## src/rtl/mesh_route_pkg.sv

```systemverilog
package mesh_route_pkg;

    localparam int NUM_PORTS = 5;

    typedef enum logic [2:0] {
        DIR_WEST  = 3'd0,
        DIR_EAST  = 3'd1,
        DIR_SOUTH = 3'd2,
        DIR_NORTH = 3'd3,
        DIR_LOCAL = 3'd4
    } dir_e;

    typedef logic [NUM_PORTS-1:0] port_vec_t;

    // Sign summary of the destination-minus-own offsets.
    typedef struct packed {
        logic x_neg;
        logic x_pos;
        logic y_neg;
        logic y_pos;
    } heading_t;

    function automatic port_vec_t dir_to_vec(input dir_e d);
        port_vec_t v;
        v = '0;
        v[int'(d)] = 1'b1;
        return v;
    endfunction

endpackage

```

## src/rtl/mesh_axis_offset.sv

```systemverilog
module mesh_axis_offset #(
    parameter int W = 4
) (
    input  logic [W-1:0] dst,
    input  logic [W-1:0] own,
    output logic         neg,
    output logic         pos
);
    localparam int DW = W + 1;

    logic signed [DW-1:0] diff;

    always_comb begin
        diff = $signed({1'b0, dst}) - $signed({1'b0, own});
        neg  = diff[DW-1];
        pos  = !diff[DW-1] && (diff != '0);
    end
endmodule

```

## src/rtl/mesh_xy_select.sv

```systemverilog
module mesh_xy_select
    import mesh_route_pkg::*;
(
    input  heading_t hd,
    output dir_e     dir
);
    always_comb begin
        if (hd.x_neg)      dir = DIR_WEST;
        else if (hd.x_pos) dir = DIR_EAST;
        else if (hd.y_neg) dir = DIR_SOUTH;
        else if (hd.y_pos) dir = DIR_NORTH;
        else               dir = DIR_LOCAL;
    end
endmodule

```

## src/rtl/mesh_wf_select.sv

```systemverilog
module mesh_wf_select
    import mesh_route_pkg::*;
(
    input  heading_t  hd,
    input  port_vec_t congested,
    input  dir_e      xy_dir,
    output dir_e      dir
);
    logic east_ok, north_ok, south_ok;

    always_comb begin
        east_ok  = hd.x_pos && !congested[int'(DIR_EAST)];
        north_ok = hd.y_pos && !congested[int'(DIR_NORTH)];
        south_ok = hd.y_neg && !congested[int'(DIR_SOUTH)];
        if (hd.x_neg)                                dir = DIR_WEST;
        else if (!(hd.x_pos || hd.y_pos || hd.y_neg)) dir = DIR_LOCAL;
        else if (east_ok)                            dir = DIR_EAST;
        else if (north_ok)                           dir = DIR_NORTH;
        else if (south_ok)                           dir = DIR_SOUTH;
        else                                         dir = xy_dir;
    end
endmodule

```

## src/rtl/mesh_route_unit.sv

```systemverilog
module mesh_route_unit
    import mesh_route_pkg::*;
#(
    parameter int X_W = 4,
    parameter int Y_W = 4
) (
    input  logic           clk,
    input  logic           rst,
    input  logic           hdr_valid,
    input  logic [X_W-1:0] dst_x,
    input  logic [Y_W-1:0] dst_y,
    input  logic [X_W-1:0] own_x,
    input  logic [Y_W-1:0] own_y,
    input  logic           adaptive_en,
    input  logic [4:0]     congested,
    output logic [4:0]     port_req
);
    heading_t  hd;
    dir_e      xy_dir;
    dir_e      wf_dir;
    dir_e      pick;
    port_vec_t req_q;

    mesh_axis_offset #(.W(X_W)) u_xoff (
        .dst(dst_x), .own(own_x), .neg(hd.x_neg), .pos(hd.x_pos)
    );

    mesh_axis_offset #(.W(Y_W)) u_yoff (
        .dst(dst_y), .own(own_y), .neg(hd.y_neg), .pos(hd.y_pos)
    );

    mesh_xy_select u_xy (.hd(hd), .dir(xy_dir));

    mesh_wf_select u_wf (
        .hd(hd), .congested(congested), .xy_dir(xy_dir), .dir(wf_dir)
    );

    always_comb pick = adaptive_en ? wf_dir : xy_dir;

    always_ff @(posedge clk) begin
        if (rst)            req_q <= '0;
        else if (hdr_valid) req_q <= dir_to_vec(pick);
        else                req_q <= '0;
    end

    assign port_req = req_q;
endmodule

```

## config.mk

```make
export PLATFORM = sky130hd
export DESIGN_NAME = mesh_route_unit
export DESIGN_NICKNAME = d
export VERILOG_FILES = /design/src/rtl/mesh_route_pkg.sv /design/src/rtl/mesh_axis_offset.sv /design/src/rtl/mesh_xy_select.sv /design/src/rtl/mesh_wf_select.sv /design/src/rtl/mesh_route_unit.sv
export SDC_FILE = /design/constraint.sdc
export NUM_CORES = 1
export LEC_CHECK = 0
export ABC_AREA = 1
export BUFFER_PORTS_ARGS = -buffer_cell sky130_fd_sc_hd__clkbuf_2
export CORE_MARGIN = 8
export CORE_UTILIZATION = 49
export DETAILED_ROUTE_END_ITERATION = 10
export PLACE_DENSITY_LB_ADDON = 0.15
export RECOVER_POWER = 50
export SLEW_MARGIN = 15
export SYNTH_ARGS = -nofsm -noshare
export SYNTH_HDL_FRONTEND = slang
export SYNTH_SLANG_ARGS = --single-unit
```

## constraint.sdc

```tcl
create_clock -name clk -period 4.11 [get_ports clk]
set_clock_uncertainty 0.1 [all_clocks]
set_input_delay 0.2055 -clock clk [delete_from_list [all_inputs] [get_ports clk]]
set_output_delay 0.2055 -clock clk [all_outputs]
set_load 0.01 [all_outputs]
```

After elaboration in Yosys (flattened, before gate mapping):

Cells that the tools add are included.

* output and inout port bits: 5
* input bits: 25
* logic and storage cells: 34
* bits in registers: 5

* magnitude comparators: 2
* reduce and logical (&&, ||, !) cells: 16
* mux-type cells: 12
* add/sub/neg operators: 2
* bitwise logic cells: 1

Operators by type and width (number)
* two-way mux 3 bit: 10
* nonzero test 5 bit: 2
* subtractor 4 x 4 -> 5 bit: 2
* logical AND 1 bit: 6
* logical NOT 1 bit: 5
* < comparator 3 x 4 -> 1 bit (second input constant): 1
* demux 1 bit (select 3 bit): 1
* >= comparator 3 x 1 -> 1 bit (second input constant): 1
* logical OR 1 bit: 2
* OR reduction 2 bit: 1
* two-way mux 1 bit: 1
* inverter 1 bit: 1

Logic depth before layout (Yosys ltp):

* depth after elaboration: 17
* mapped depth: 16
* gate-level depth less buffers: 16

By module:

From an unflattened synthesis, not the netlist that was laid out.

* cell total of the unflattened synthesis: 133
* area total of the unflattened synthesis: 744.5 µm²

By module, submodules not included
* mesh_axis_offset: cells each 34, area an instance 192.7 µm², sequential area each 0.0 µm², times used 2
* mesh_route_unit: cells each 37, area an instance 245.2 µm², sequential area each 100.1 µm², times used 1
* mesh_wf_select: cells each 20, area an instance 78.8 µm², sequential area each 0.0 µm², times used 1
* mesh_xy_select: cells each 8, area an instance 35.0 µm², sequential area each 0.0 µm², times used 1

Worst setup path after synthesis:

No wires, ideal clock.

* path kind: input port to flip-flop
* start point: input port dst_y[0]
* end point: register req_q[1] (netlist: port_req[1])
* stages: 14
* data required time: 3893 ps
* data arrival time: 1681 ps
* path slack: 2212 ps
* path buffers: 0
* library setup time: 117 ps
* cells stage by stage: inv_1 ha_1 inv_1 fa_1 inv_1 nand2_1 a21oi_2 nand3_2 nand3_1 nand2_1 inv_1 nand2_1 a21oi_1 nor2_1

* longest elaborated chain between the ends: 17
* elaborated cells on any way between the ends: 23
* classes of those cells: add/sub: 1; order compare: 2; mux: 12; reduce/logical: 8

RTL lines
* from (decl): RTL line mesh_route_unit.sv:11 `input logic [Y_W-1:0] dst_y,`
* subtractor 4 x 4 -> 5 bit *: RTL line mesh_axis_offset.sv:14 `diff = $signed({1'b0, dst}) - $signed({1'b0, own});`
* nonzero test 5 bit or logical NOT 1 bit (tied branches): RTL line mesh_axis_offset.sv:16 `pos = !diff[DW-1] && (diff != '0);`
* logical AND 1 bit: RTL line mesh_axis_offset.sv:16
* two-way mux 3 bit: RTL line mesh_xy_select.sv:11 `else if (hd.y_pos) dir = DIR_NORTH;`
* two-way mux 3 bit: RTL line mesh_xy_select.sv:10 `else if (hd.y_neg) dir = DIR_SOUTH;`
* two-way mux 3 bit: RTL line mesh_xy_select.sv:9 `else if (hd.x_pos) dir = DIR_EAST;`
* two-way mux 3 bit: RTL line mesh_xy_select.sv:8 `if (hd.x_neg) dir = DIR_WEST;`
* two-way mux 3 bit: RTL line mesh_wf_select.sv:19 `else if (south_ok) dir = DIR_SOUTH;`
* two-way mux 3 bit: RTL line mesh_wf_select.sv:18 `else if (north_ok) dir = DIR_NORTH;`
* two-way mux 3 bit: RTL line mesh_wf_select.sv:17 `else if (east_ok) dir = DIR_EAST;`
* two-way mux 3 bit: RTL line mesh_wf_select.sv:16 `else if (!(hd.x_pos || hd.y_pos || hd.y_neg)) dir = DIR_LOCAL;`
* two-way mux 3 bit: RTL line mesh_wf_select.sv:15 `if (hd.x_neg) dir = DIR_WEST;`
* two-way mux 3 bit *: RTL line mesh_route_unit.sv:38 `always_comb pick = adaptive_en ? wf_dir : xy_dir;`
* < comparator 3 x 4 -> 1 bit (implied by the code) or >= comparator 3 x 1 -> 1 bit (tied branches): RTL line mesh_route_pkg.sv:26 `v[int'(d)] = 1'b1;`
* logical AND 1 bit (implied by the code): RTL line mesh_route_pkg.sv:26
* two-way mux 1 bit (implied by the code): RTL line mesh_route_pkg.sv:26
* demux 1 bit (select 3 bit) *: RTL line mesh_route_pkg.sv:26
* to (signal assigned): RTL line mesh_route_unit.sv:42 `else if (hdr_valid) req_q <= dir_to_vec(pick);`
* to (decl): RTL line mesh_route_unit.sv:22 `port_vec_t req_q;`

Every way passes the cells marked *; elsewhere a longest branch is shown, timed or not.
A chain may end at the register's enable or synchronous reset.

Final worst setup path:

Same ends and word-level chain as after synthesis.

==> flow_summary.yaml <==
outcome:
  outcome: "finished clean"
synth:
  synth_warnings: 0
  synth_area_leaders: "dfxtp_1, ha_1, inv_1"
  yosysTopAreaCell: "dfxtp_1"
  syn_inst: 106
  avgSynthCellArea_um2: 6.29
  synth_top_area_share_pct: 15.0
  synth.ff_latch_count: 5
  syn_nets: 141
  synth.distinct_cells: 19
  yosysSeqAreaShare_pct: 15.0
  syn_area_um2: 667
sta:
  worst_pin_slew_ns: 0.234
  finalHoldViolCount: 0
  finalSetupViolations: 0
  hold_ws_ns: 0.166
  tns_ns: 0
  fmax_mhz: 531
  finalCritPeriodShare_pct: 45.9
  rsz0062_at_grt: "no"
  slew_headroom_pct: 84.2
  final.min_clock_period_ns: 1.88
  drv_slew: 0
detailed_routing:
  vias_per_cell: 4.69
  route.vias.total: 713
  drtIter0Drc: 6
  dr.pass1.iters: 4
  ant_nets: 0
  routedWlPerCell_um: 9.46
  wl_um: 1440
  drc: 0
clock_network:
  clk_pin_slew_worst_paths_ns: 0.05
  cts_buffers: 3
  cts_setup_buffers: 0
  holdBufCountCts: 0
  htreeDepth: 1
  clk_path_buf_depth: 2
  cts_tree: "yes"
  ctsResizeCount: 0
  clockRootBuffer: "clkbuf_4"
  clock-sinks: 5
global_route:
  track_usage_pct: 11.2
  grt.overflow.total: 0
  antenna_found_initial: 0
  grt_pass1_vias: 716
  grt_first_pass_wirelength_um: 2480
  grt_max_degree: 6
floorplanning:
  coreArea_um2: 1280
  die_h_um: 52.9
  ioPinCount: 30
  dieWidth_um: 52.9
  die-area_um2: 2800
  core.rowCount: 13
  initial_utilization_pct: 51.9
worst_setup_path:
  startpoint: "dst_y[0]"
  critical_path_required_ns: 4.13
  startpoint_type: "input port"
  crit_arrival_ns: 1.91
  cp_max_fo: 3
  crit_type: "input port to register"
  cp-end-kind: "register"
power_and_ir_drop:
  p_leak_nw: 0.505
  power.density_nw_per_um2: 228
  ir_drop_mv: 0.127
final_layout:
  fin_nets: 173
  syn_to_final_growth_pct: 26.1
  drive_gt1_share_pct: 29.2
  final_core_util_pct: 65.4
  largest_reg_flops: 5
  diodes: 0
placement:
  place.gp.congestion: 0.853
  dp_hpwl_um: 1310
  numPortBuffers: 27
worst_hold_path:
  worstHoldPathType: "input port to register"
  min_from: "hdr_valid"
  hold_end: "port_req[0]"
  holdPathStages: 3
flow_run:
  maxCapViolCount: 0
layout by cell type, fill, tap and decap left out, types with 2 or more instances in the layout:
master | netlist | routed
nor2_1 | 7 | 7
inv_2 | 2 | 2
nor2_2 | 2 | 2
inv_1 | 26 | 26
dfxtp_1 | 5 | 5
nand3_2 | 3 | 3
nand2_1 | 25 | 25
clkbuf_4 | 0 | 3
clkbuf_1 | 0 | 6
a21oi_1 | 4 | 4
nand3_1 | 11 | 11
nor2_4 | 2 | 2
clkbuf_2 | 0 | 22
nand2_2 | 3 | 3
ha_1 | 8 | 8
fa_1 | 2 | 2
cell usage after synthesis:
library cell  count
a21boi_0          1
a21oi_1           4
a21oi_2           1
dfxtp_1           5
fa_1              2
ha_1              8
inv_1            26
inv_2             2
nand2_1          25
nand2_2           3
nand3_1          11
nand3_2           3
nand4_1           1
nor2_1            7
nor2_2            2
nor2_4            2
nor3_1            1
o21ai_2           1
or2_2             1
layer usage:
metal	routed length [µm]	track usage, %	part of all wire [%]
met2	755	22.3	53
met5	0	0	0
met1	569	10.6	40
met4	7	3.88	0.49
met3	105	2.52	7.3
area by class of cell:
type,count,area (µm²)
sequential,5,100
multi-input combinational,73,462
clock buffer,4,26.3
tap,15,18.8
inverter,28,105
fill,133,444
timing repair buffer,27,129
worst max-delay path, cell delays in order:
cell and delay [ns]:
clkbuf_2 0.07, inv_1 0.03, ha_1 0.18, inv_1 0.11, fa_1 0.42, inv_1 0.06
nand2_1 0.05, a21oi_2 0.14, nand3_2 0.13, nor2_4 0.13, a21boi_0 0.12, a21oi_1 0.20
nor2_1 0.06
logic make-up (layout without fill, tap and decap cells):
family / count (synthesis) / count (layout) / share of synthesized area (%)
buffers and inverters: 28 / 59 / 15.8
DFF: 5 / 5 / 15.0
adders and majority gates: 10 / 10 / 21.0
AOI/OAI and AO/OA: 7 / 7 / 6.76
and+or+nand+nor: 56 / 56 / 41.5
per-stage QoR:
| stage | total power, mW | area [µm²] | instances | worst slack, ns |
|---|---|---|---|---|
| floorplan | 0.114 | 667 | 106 | 2.21 |
| global placement | 0.134 | 821 | 148 | 2.01 |
| detailed placement | 0.137 | 821 | 148 | 2.00 |
| CTS | 0.194 | 847 | 152 | 2.23 |
| global route | 0.212 | 841 | 152 | 2.04 |
| finish | 0.191 | 841 | 152 | 2.23 |
report_power, final:
part / total (mW) / switching, mW / internal, mW
Combinational: 0.0848 / 0.0505 / 0.0342
Clock: 0.0561 / 0.0195 / 0.0367
Sequential: 0.0506 / 0.000367 / 0.0502
how the worst max path moves through the flow:
| stage | cells past startpoint | slack [ns] | end |
|---|---|---|---|
| 6_report | 13 | 2.23 | port_req[1] |
| 2_1_floorplan | 14 | 2.21 | port_req[1] |
| 4_1_cts | 13 | 2.23 | port_req[1] |
| 3_3_place_gp | 13 | 2.01 | port_req[1] |
| 3_5_place_dp | 15 | 2.00 | port_req[1] |
| 5_1_grt | 15 | 2.04 | port_req[3] |
No activity file was read; power rests on OpenSTA's default activity.
